**src/rtl/bcdc_pkg.sv**
```systemverilog
// Package bcdc_pkg
// Shared types for the decimal digit counter: the operation that a digit
// carries out on the next rising edge.
package bcdc_pkg;

    // Operation chosen for the next rising clock edge
    typedef enum logic [1:0] {
        OP_HOLD  = 2'd0,
        OP_STEP  = 2'd1,
        OP_LOAD  = 2'd2
    } digit_op_t;

endpackage

```
**src/rtl/bcdc_mode_dec.sv**
```systemverilog
// Module bcdc_mode_dec
// Turns the load and enable pins into one operation code. The load request
// takes priority over both enables, and a step needs both enables high.
// Assumes all inputs are synchronous to the digit clock.
module bcdc_mode_dec
    import bcdc_pkg::*;
(
    input  logic      load_n,
    input  logic      enable_p,
    input  logic      enable_t,
    output digit_op_t op
);

    // Priority decode: load first, then step, otherwise hold
    always_comb begin
        if (!load_n)
            op = OP_LOAD;
        else if (enable_p && enable_t)
            op = OP_STEP;
        else
            op = OP_HOLD;
    end

endmodule

```
**src/rtl/bcdc_step.sv**
```systemverilog
// Module bcdc_step
// Works out the next digit value from the operation code. A step from LAST,
// or from any code above it, wraps to zero. When the modulus fills the
// whole field, natural overflow does the wrap and no comparator is built.
// Assumes LAST < 2**DIGIT_W.
module bcdc_step
    import bcdc_pkg::*;
#(
    parameter int DIGIT_W = 4,
    parameter int LAST    = 9
) (
    input  digit_op_t            op,
    input  logic [DIGIT_W-1:0]   cur,
    input  logic [DIGIT_W-1:0]   data_in,
    output logic [DIGIT_W-1:0]   nxt
);

    localparam int                 FULL_SPAN = (1 << DIGIT_W);
    localparam logic [DIGIT_W-1:0] LAST_V    = DIGIT_W'(LAST);

    logic [DIGIT_W-1:0] incr;

    generate
        if (LAST + 1 == FULL_SPAN) begin : g_natural
            // Whole field used: binary overflow wraps to zero
            always_comb incr = cur + 1'b1;
        end else begin : g_bounded
            // Partial field: LAST and any code above it wrap to zero
            always_comb incr = (cur >= LAST_V) ? '0 : cur + 1'b1;
        end
    endgenerate

    // Pick the next value for the operation code
    always_comb begin
        unique case (op)
            OP_LOAD: nxt = data_in;
            OP_STEP: nxt = incr;
            default: nxt = cur;
        endcase
    end

endmodule

```
**src/rtl/bcdc_carry.sv**
```systemverilog
// Module bcdc_carry
// Terminal-count flag. It comes straight from the carry-in enable, so a chain
// of digits passes its carry forward with no register in the path.
// Assumes cur is a registered value.
module bcdc_carry #(
    parameter int DIGIT_W = 4,
    parameter int LAST    = 9
) (
    input  logic [DIGIT_W-1:0] cur,
    input  logic               enable_t,
    output logic               tc
);

    localparam logic [DIGIT_W-1:0] LAST_V = DIGIT_W'(LAST);

    // Flag the last state, gated by the carry-in enable
    always_comb tc = enable_t && (cur == LAST_V);

endmodule

```
**src/rtl/bcdc_digit.sv**
```systemverilog
// Module bcdc_digit
// One decimal digit of a cascadable counter with synchronous load, two count
// enables, and an active-low clear that acts at once. To chain digits, feed
// each digit's tc into the next digit's enable_t and share clk and enable_p.
// Assumes clear_n is released away from a clock edge.
module bcdc_digit
    import bcdc_pkg::*;
#(
    parameter int DIGIT_W = 4,
    parameter int LAST    = 9
) (
    input  logic               clk,
    input  logic               clear_n,
    input  logic               load_n,
    input  logic [DIGIT_W-1:0] data_in,
    input  logic               enable_p,
    input  logic               enable_t,
    output logic [DIGIT_W-1:0] count,
    output logic               tc
);

    digit_op_t          op;
    logic [DIGIT_W-1:0] nxt;
    logic [DIGIT_W-1:0] value_q;

    bcdc_mode_dec u_dec (
        .load_n   (load_n),
        .enable_p (enable_p),
        .enable_t (enable_t),
        .op       (op)
    );

    bcdc_step #(.DIGIT_W(DIGIT_W), .LAST(LAST)) u_step (
        .op      (op),
        .cur     (value_q),
        .data_in (data_in),
        .nxt     (nxt)
    );

    bcdc_carry #(.DIGIT_W(DIGIT_W), .LAST(LAST)) u_carry (
        .cur      (value_q),
        .enable_t (enable_t),
        .tc       (tc)
    );

    // Digit register: cleared at once by clear_n, otherwise updated on the clock
    always_ff @(posedge clk or negedge clear_n) begin
        if (!clear_n)
            value_q <= '0;
        else
            value_q <= nxt;
    end

    assign count = value_q;

endmodule

```
**config.mk**
```make
export PLATFORM = sky130hd
export DESIGN_NAME = bcdc_digit
export DESIGN_NICKNAME = d
export VERILOG_FILES = /design/src/rtl/bcdc_pkg.sv /design/src/rtl/bcdc_mode_dec.sv /design/src/rtl/bcdc_step.sv /design/src/rtl/bcdc_carry.sv /design/src/rtl/bcdc_digit.sv
export SDC_FILE = /design/constraint.sdc
export NUM_CORES = 1
export LEC_CHECK = 0
export BUFFER_PORTS_ARGS = -buffer_cell sky130_fd_sc_hd__buf_2
export CAP_MARGIN = 40
export CORE_AREA = 10 10 47 49
export CTS_CLUSTER_DIAMETER = 50
export CTS_CLUSTER_SIZE = 8
export DETAILED_ROUTE_END_ITERATION = 8
export DIE_AREA = 0 0 57 59
export PLACE_DENSITY = 0.45
export SLEW_MARGIN = 20
export SYNTH_ARGS = -nofsm -noshare
export SYNTH_HDL_FRONTEND = slang
export SYNTH_SLANG_ARGS = --single-unit
```
**constraint.sdc**
```tcl
create_clock -name clk -period 1.51 [get_ports clk]
set_input_delay 0.302 -clock clk [delete_from_list [all_inputs] [get_ports clk]]
set_output_delay 0.302 -clock clk [all_outputs]
set_load 0.01 [all_outputs]
```
Word level (Yosys, flattened, before mapping)
Cells that the tools add are included.
{ "totals": {"reg_bits": 4, "input_bits": 9} }
{ "op_classes": {"n_addsub": 1, "order_cmp": 1, "n_eq_ne": 3, "mux": 4, "reduce_logical": 3} }
{ "ops": {"columns": ["cell", "n"], "rows": [
  ["4-bit case mux with 2 select lines", 1],
  ["4-bit by 1-bit adder with 4-bit output (second input constant)", 1],
  ["4-bit equality test (second input constant)", 1],
  ["4-bit >= comparator (second input constant)", 1],
  ["4-bit two-way mux", 1],
  ["2-bit by 1-bit equality test with 1-bit output (second input constant)", 1],
  ["2-bit equality test (second input constant)", 1],
  ["1-bit logical AND", 2],
  ["2-bit two-way mux", 1],
  ["2-bit nonzero test", 1],
  ["1-bit two-way mux", 1]
]} }

Logic depth before layout (Yosys ltp)
Gate-level depths: netlist of run 1.
{ "depth": {"depth_word": 5, "ltp_mapped": 5, "mapped_depth_nobuf": 5} }

Modules after synthesis
From an unflattened synthesis of run 1, not the netlist that was laid out.
{ "unflattened": {"hier_cells": 38, "area_unflattened_um2": 332.8} }
{ "by_module_without_submodules": {"columns": ["mod", "instances", "cells_each", "area_each_um2", "seq_area_each_um2"], "rows": [
  ["bcdc_step", 1, 30, 210.2, 0.0],
  ["bcdc_digit", 1, 4, 100.1, 100.1],
  ["bcdc_carry", 1, 2, 12.5, 0.0],
  ["bcdc_mode_dec", 1, 2, 10.0, 0.0]
]} }

Worst setup path before layout of run 1
Ideal clock, no wire load.
{ "synth_path": {"path_kind": "register to register", "start": "reg value_q[1], in the netlist count[1]", "end": "reg value_q[0], in the netlist count[0]", "setup_ps": 82, "arrival_ps": 1370, "required_ps": 1428, "setup_slack_ps": 58, "stages_incl_launch_ff": 6, "n_path_buf": 0, "synth_period_minus_slack_ps": 1452, "cell_sequence": "dfrtp_1 inv_1 ha_1 nor3b_1 o2111ai_1 a31oi_1"} }
{ "synth_via": {"elab_chain_cells": 3} }
{ "synth_lines": {"columns": ["item", "line_no", "source"], "rows": [
  ["from (decl)", "bcdc_digit.sv:24", "logic [DIGIT_W-1:0] value_q;"],
  ["from (signal assigned)", "bcdc_digit.sv:51", "value_q <= nxt;"],
  ["4-bit >= comparator", "bcdc_step.sv:29", "always_comb incr = (cur >= LAST_V) ? '0 : cur + 1'b1;"],
  ["4-bit two-way mux", "bcdc_step.sv:29", null],
  ["4-bit case mux with 2 select lines", "bcdc_step.sv:35", "unique case (op)"]
]} }
No other way between the ends.
A chain may end at the register's enable or synchronous reset.

Final worst setup path of run 1
{ "layout_path": {"start": "reg value_q[2], in the netlist count[2]", "end": "out tc"} }
{ "layout_via": {"elab_chain_cells": 2} }
{ "layout_lines": {"columns": ["item", "line_no", "source"], "rows": [
  ["4-bit equality test", "bcdc_carry.sv:17", "always_comb tc = enable_t && (cur == LAST_V);"],
  ["1-bit logical AND", "bcdc_carry.sv:17", null],
  ["to (decl)", "bcdc_digit.sv:19", "output logic tc"]
]} }
No other way between the ends.

==> reports/results.env, run 1 <==
REPORT.POWER.TOTAL_uW=372.5
NUMCLOCKSINKS=4
ASYNC_FLOP_SHARE_PCT=100.0
INITIAL_CORE_UTIL_PCT=21.87
DIEWIDTH_MICRONS=57
NETLIST_TOP_CELLS_AREA='sky130_fd_sc_hd__dfrtp_1 33%, sky130_fd_sc_hd__ha_1 12%, sky130_fd_sc_hd__a31oi_1 8.2%, sky130_fd_sc_hd__nand2_8 6.5%, sky130_fd_sc_hd__o2111ai_1 5.7%'
CRITICAL-PATH-MAX-STAGE-DELAY_NS=0.46
AREA_OF_THE_CORE_SQ_UM=1401
CRITICAL_PATH_PEAK_FANOUT=5
LAYOUT_CELL_SHARE_WITH_DRIVE_STRENGTH_BEYOND_1_PCT=41.51
NUMBER_OF_ANTENNA_VIOLATING_NETS_IN_THE_ROUTED_DESIGN=0
LEAKAGEPOWER_uW=0.0002105
NET_SWITCHING_POWER_uW=114.7
POWER.DENSITY_nW_PER_UM2=848.1
ANTENNA_VIOLATIONS_BEFORE_REPAIR=0
BUFFER_PORTS.INSERTED=13
CTS-HTREE-LEVELS=1
CRITICALPATHCATEGORY='register to primary output'
FINAL_NETS=67
VIASPERCELL=4.710
TIMING.MAX_CAP.VIOLATIONS=0
PIN_COUNT_OF_THE_BIGGEST_NET_ENTERING_GLOBAL_ROUTING=10
DETAILED_PLACER_S_ENDING_HPWL_MICRONS=727.2
FINALSETUPVIOLCOUNT=0
GRT_OVERFLOW=0
SYN_INST=35
CTS-BUFFERS-INSERTED=3
SETUP_TOTAL_NEGATIVE_SLACK_NS=0
FIRST_ITER_VIOLATIONS=2
NUM_ANTENNA_CELLS=0
DETAILROUTE.VIA_COUNT=325
CTS_ROOT_BUFFER='sky130_fd_sc_hd__clkbuf_4'
SYN_AREA_SQ_UM=306.5
SYNTH.YOSYS.WARNINGS=0
YS_TYPES=19
GROUTE.USAGE.OVERALL_PCT=5.184
TRITONCTS='built'
CTS_MAX_PATH_BUFFERS=2
PLACE_CONGESTION=0.7156
SYNTHDOMINANTAREACELLTYPE='sky130_fd_sc_hd__dfrtp_1'
GRT_FIRST_PASS_WIRELENGTH_MM=1.400
YOSYS_REGISTER_BITS=4
SW_FRAC_OF_TOTAL_PCT=30.79
POWER_REPORT.INTERNAL_TOTAL_uW=257.8
CLOCK_SKEW_NS=0.0005899
DRC=0
WORST_MAX_SLEW_PIN_SLEW_NS=0.2976
RUN_STATUS='finished clean'
CLOCK_LATENCY_NS=0.23
POWER.SHARE.CLOCK_PCT=34.8
CRITICAL_PATH.SLOWEST_CELL='sky130_fd_sc_hd__dfrtp_2'
CRIT_PATH_LAUNCH_TYPE='register'
DRT_WL_CELL_MICRONS=12.59
GRT_PASS1_VIAS=300
WORSTPATHCELLLIST='nor2b_1 -> and3_1 -> buf_2'
SYNTH-MAIN-FF-CELL='sky130_fd_sc_hd__dfrtp_1'
FMAXACHIEVABLE_MHz=692.5
CP-END-KIND='primary output'
DATA_REQUIRED_TIME_OF_THE_CRITICAL_PATH_NS=1.21
TOP_LEVEL_PORTS=14
POST_SYNTH.CELL_AREA_AVG_SQ_UM=8.758
POWER.SHARE.SEQUENTIAL_PCT=36.1
DRT_PRE_ANTENNA_ITERS=2
ROUTED_WIRELENGTH_MICRONS=869
CLKSLEWWORSTSETUPHOLDPATHS_NS=0.04
REPORT.FINAL.SLEW_VIOL_COUNT=0
RSZ0062_AT_GRT='false'
POST-CTS-SETUP-BUFFERS=0
LAYOUT-AREA-OVERHEAD-VS-SYNTH_PCT=43.27
POST_SYNTH_EDFFS=0
LARGEST_REGISTER_FFS=4
POWER_FRAC_COMB_PCT=29.0
CRITICAL_PATH_AT_NS=1.14
SYNTH_NETS=47
DIE_HEIGHT_MICRONS=59
HOLD_VIOL=0
FIN_CRIT_SH_PCT=95.63
TIMING.FINAL.CRIT_PERIOD_NS=1.444
IRDROPWORSTVDD_V=0.0006346
DESIGN.DIE.AREA_SQ_UM=3363
HOLD_CLASS='input pin to register'
MAXSLEWHEADROOM_PCT=80.12
SYNTH_TOP_CELL_AREA_SHARE_PCT=32.65
NETLIST_TOP_CELLS_COUNT='4 x sky130_fd_sc_hd__a31oi_1, 4 x sky130_fd_sc_hd__dfrtp_1, 4 x sky130_fd_sc_hd__inv_1'
SYNTH_SEQ_AREA_SHARE_PCT=32.65
PLACEMENTROWS=14
[routing by layer]
metal	GRT usage, %	part of all wire, %	vias up
met5	0	0	-
met4	1.007	0	0
met3	3.219	6.6	0
met2	7.907	48	11
met1	6.050	45	152
li1	-	-	162
[final timing paths]
path / cells past startpoint / start / end / slack [ns]
setup / recovery: 3 / count[2]$_DFFE_PN0P_ / tc / 0.07
hold / removal: 3 / data_in[1] / count[1]$_DFFE_PN0P_ / 0.33
setup reg to reg: 5 / count[0]$_DFFE_PN0P_ / count[0]$_DFFE_PN0P_ / 0.15
hold reg to reg: 2 / count[2]$_DFFE_PN0P_ / count[2]$_DFFE_PN0P_ / 0.66
max in group asynchronous: 2 / clear_n / count[2]$_DFFE_PN0P_ / 0.96
min in group asynchronous: 2 / clear_n / count[1]$_DFFE_PN0P_ / 0.41
[through the flow]
stage                     cells  hold slack, ns  instance area (sq um)  worst slack (ns)  utilization [%]
final                        69          0.3255                  439.2           0.06603            31.34
after global routing         69          0.3318                  439.2          0.006546            31.34
after CTS                    69          0.3257                  435.4           0.02612            31.07
after detailed placement     65          0.1162                  402.9            0.1473            28.75
after global placement       65          0.1159                  402.9            0.1304            28.75
after floorplan              35        0.006409                  306.5           0.05785                -
[placed cells by master, fill, tap and decap left out, drive strengths merged]
master / count
nor3b: 1
and3: 1
nor2b: 2
o211ai: 1
ha: 3
dfrtp: 4
nand4: 1
inv: 4
buf: 15
dlygate4sd3: 1
a31oi: 4
nor2: 3
o2111ai: 2
o21ai: 2
or4: 1
nand2: 4
a21oi: 1
clkbuf: 3
[cells by family (layout without fill, tap and decap cells)]
logic type,after synthesis,count (layout),share of synthesized area (%)
AO/OA/AOI/OAI,10,10,21.22
adder cells (fa/ha/maj),3,3,12.25
buffers and inverters,5,23,6.120
flip-flops,4,4,32.65
AND/OR/NAND/NOR,13,13,27.76
[power by group through the flow]
| stage | combinational (uW) | clock, uW | sequential, uW |
|---|---|---|---|
| 2_1_floorplan | 47.1 | 0 | 145 |
| 3_3_place_gp | 108 | 0 | 136 |
| 3_5_place_dp | 107 | 0 | 135 |
| 4_1_cts | 109 | 135 | 134 |
| 5_1_grt | 122 | 143 | 136 |
| 6_report | 108 | 130 | 135 |
[timing repair]
action | in CTS | in global routing
hold buffers | 1 | 0
resized for setup | 0 | 2
hold endpoints to repair | 4 | 0
endpoints found under the setup margin | 0 | 1
[cell type report]
| class | count | area [sq um] |
|---|---|---|
| timing repair buffer | 16 | 90.09 |
| sequential | 4 | 101.3 |
| multi-input combinational | 26 | 190.2 |
| tap | 16 | 20.02 |
| inverter | 4 | 15.01 |
| fill | 162 | 962.2 |
| clock buffer | 3 | 22.52 |
[critical path: cells and delay by family (launching register included)]
kind	cells	cell delay, ns
buf+inv	1	0.13
flops	1	0.46
simple gates	2	0.33
Power figures use the tool's default switching activity.
==> run 2: changes to the inputs <==
Settings changed: SETUP_SLACK_MARGIN set to 0.15.
==> run 2 against run 1 <==
Effect of this change: fmax increased by 2.4%; clock power increased by 17%; critical path depth unchanged; largest cell class unchanged; global-route usage increased by 1.8 points; cell area increased by 19%; cell count increased by 5.8%; via count increased by 12%.
==> reports/results.env, run 2 (synthesis gave the netlist of run 1 again) <==
RUN_STATUS='finished clean'
MAXSLEWHEADROOM_PCT=86.14
POWER.SHARE.CLOCK_PCT=34.9
WHS_NS=0.3252
HOLD_START='data_in[1]'
REG2REG_END='count[0]$_DFFE_PN0P_'
CLOCK_LATENCY_NS=0.24
CLKSLEWWORSTSETUPHOLDPATHS_NS=0.04
TOP_USAGE_LAYER='met2'
BUFFER_PORTS.INSERTED=13
IRDROPWORSTVDD_V=0.0002934
POWER_REPORT.INTERNAL_TOTAL_uW=291.8
TIMING.HOLD.WORST_ENDPOINT='count[1]$_DFFE_PN0P_'
GRT_PASS1_VIAS=392
LARGEST_REGISTER_FFS=4
LAYOUT.CELLS.MOST_COMMON='sky130_fd_sc_hd__buf_2'
POWER.SHARE.SEQUENTIAL_PCT=30.7
NUM_ANTENNA_CELLS=0
TIMING.MAX_CAP.VIOLATIONS=0
CTS_ROOT_BUFFER='sky130_fd_sc_hd__clkbuf_4'
GRT_OVERFLOW=0
GRT_FIRST_PASS_WIRELENGTH_MM=1.787
POWER.DENSITY_nW_PER_UM2=834.3
WORST_MAX_SLEW_PIN_SLEW_NS=0.2077
CTS_MAX_PATH_BUFFERS=2
FINAL_NETS=70
DRT_WL_CELL_MICRONS=14.96
LAYOUT-AREA-OVERHEAD-VS-SYNTH_PCT=70.61
CRIT_PATH_LAUNCH_TYPE='register'
SW_FRAC_OF_TOTAL_PCT=33.11
CTS-HTREE-LEVELS=1
NUMBER_OF_ANTENNA_VIOLATING_NETS_IN_THE_ROUTED_DESIGN=0
DESIGN.DIE.AREA_SQ_UM=3363
DRT_PRE_ANTENNA_ITERS=3
CRITICAL-PATH-MAX-STAGE-DELAY_NS=0.44
DRC=0
CP-END-KIND='primary output'
GRTUSAGEMET2_PCT=10.70
GRT_USE_MET3_PCT=3.863
MOST-COMMON-LAYOUT-CELLS='12 x sky130_fd_sc_hd__buf_2, 4 x sky130_fd_sc_hd__a31oi_1, 4 x sky130_fd_sc_hd__buf_4'
SETUP_TOTAL_NEGATIVE_SLACK_NS=0
DETAILED_PLACER_S_ENDING_HPWL_MICRONS=760.7
NET_SWITCHING_POWER_uW=144.5
CRITICAL_PATH_PEAK_FANOUT=4
NUMCLOCKSINKS=4
CRITICAL-PATH-TOP-DELAY-FAMILY='flip-flops'
GRT_USE_MET1_PCT=6.739
CLOCK_SKEW_NS=0.004413
PLACEMENTROWS=14
VIASPERCELL=4.986
POSTLAYOUTSETUPSLACKWORST_NS=0.09950
DIEWIDTH_MICRONS=57
REPORT.POWER.TOTAL_uW=436.3
ANTENNA_VIOLATIONS_BEFORE_REPAIR=0
PIN_COUNT_OF_THE_BIGGEST_NET_ENTERING_GLOBAL_ROUTING=10
AREA_OF_THE_CORE_SQ_UM=1401
DIE_HEIGHT_MICRONS=59
INITIAL_CORE_UTIL_PCT=21.87
GROUTE.USAGE.OVERALL_PCT=6.947
FMAXACHIEVABLE_MHz=709.0
TIMING.FINAL.CRIT_PERIOD_NS=1.410
CRITICAL_PATH.SLOWEST_CELL='sky130_fd_sc_hd__dfrtp_2'
PRE_CTS_WS_NS=0.1933
POWER_FRAC_COMB_PCT=34.5
WORSTPATHCELLLIST='ha_4 -> and3_4 -> buf_6'
LAYOUT_CELL_SHARE_WITH_DRIVE_STRENGTH_BEYOND_1_PCT=57.89
DETAILROUTE.VIA_COUNT=364
CRITICAL_PATH_AT_NS=1.11
FINALSETUPVIOLCOUNT=0
FIRST_ITER_VIOLATIONS=7
HOLD_VIOL=0
PLACE_CONGESTION=0.7265
REG2REGPATHDEPTH=5
TRITONCTS='built'
TOP_LEVEL_PORTS=14
RSZ0062_AT_GRT='true'
REPORT.FINAL.SLEW_VIOL_COUNT=0
CTS-BUFFERS-INSERTED=3
LEAKAGEPOWER_uW=0.0002275
FIN_CRIT_SH_PCT=93.41
ROUTED_WIRELENGTH_MM=1.092
WORST-R2R-SETUP-SLACK_NS=0.13
CRIT-REG2REG-LAUNCH='count[0]$_DFFE_PN0P_'
HOLD-PATH-CELL-COUNT=3
CRIT_BUF_INV=1
CRITICALPATHCATEGORY='register to primary output'
HOLD_CLASS='input pin to register'
DATA_REQUIRED_TIME_OF_THE_CRITICAL_PATH_NS=1.21
-- run 2: cell count changes in the layout (fill, tap and decap cells not counted), moves of 2 or more --
| cell | before | now |
|---|---|---|
| sky130_fd_sc_hd__buf_4 | 2 | 4 |
| sky130_fd_sc_hd__buf_6 | 0 | 2 |
| sky130_fd_sc_hd__dfrtp_1 | 3 | 1 |
| sky130_fd_sc_hd__dfrtp_2 | 1 | 3 |
| sky130_fd_sc_hd__ha_4 | 0 | 2 |
| sky130_fd_sc_hd__inv_1 | 4 | 2 |
| sky130_fd_sc_hd__inv_2 | 0 | 2 |
-- run 2: worst max path at each step --
stage / startpoint / to / slack (ns) / depth (start not counted)
after floorplan: count[1]$_DFFE_PN0P_ / count[1]$_DFFE_PN0P_ / 0.21 / 5
after global placement: count[0]$_DFFE_PN0P_ / count[0]$_DFFE_PN0P_ / 0.21 / 5
after detailed placement: count[0]$_DFFE_PN0P_ / count[3]$_DFFE_PN0P_ / 0.19 / 3
after CTS: count[1]$_DFFE_PN0P_ / tc / 0.09 / 4
after global routing: count[0]$_DFFE_PN0P_ / count[0]$_DFFE_PN0P_ / 0.05 / 5
final: count[0]$_DFFE_PN0P_ / tc / 0.1 / 3
-- run 2: per-stage QoR --
| stage | area (sq um) | utilization [%] | cells |
|---|---|---|---|
| final | 523.0 | 37.32 | 73 |
| after global routing | 523.0 | 37.32 | 73 |
| after CTS | 483.0 | 34.46 | 73 |
| after detailed placement | 401.6 | 28.66 | 64 |
| after global placement | 401.6 | 28.66 | 64 |
| after floorplan | 312.8 | - | 35 |
-- run 2: cell type report --
class | instances | area [sq um]
Fill cell | 152 | 878.3
Multi-Input combinational cell | 26 | 235.2
Timing Repair Buffer | 19 | 122.6
Sequential cell | 4 | 103.9
Clock buffer | 4 | 26.28
Tap cell | 16 | 20.02
Inverter | 4 | 15.01
-- run 2: power groups by stage --
stage	clock [uW]	sequential [uW]	combinational, uW
floorplan	0	146	48.5
finish	152	134	150
global route	171	135	167
detailed placement	0	138	102
CTS	159	133	132
global placement	0	137	105
-- run 2: timing repair --
item | 4_1_cts | 5_1_grt
setup endpoints to repair | 1 | 4
buffers inserted | 4 | 0
hold endpoints to repair | 4 | 0
pin swaps | 1 | 7
hold buffers | 1 | 0
resized for setup | 5 | 9
-- run 2: worst reg2reg max path, cell delays in order, from the launching register on --
cell                        delay, ns
sky130_fd_sc_hd__dfrtp_2         0.44
sky130_fd_sc_hd__ha_4            0.17
sky130_fd_sc_hd__buf_6           0.11
sky130_fd_sc_hd__nor3b_4         0.22
sky130_fd_sc_hd__o2111ai_2       0.15
sky130_fd_sc_hd__a31oi_1         0.19
-- run 2: per-layer routing --
layer	vias up	wire, microns
met4	0	38
met2	17	511
met3	4	108
met5	-	0
li1	171	-
met1	172	434
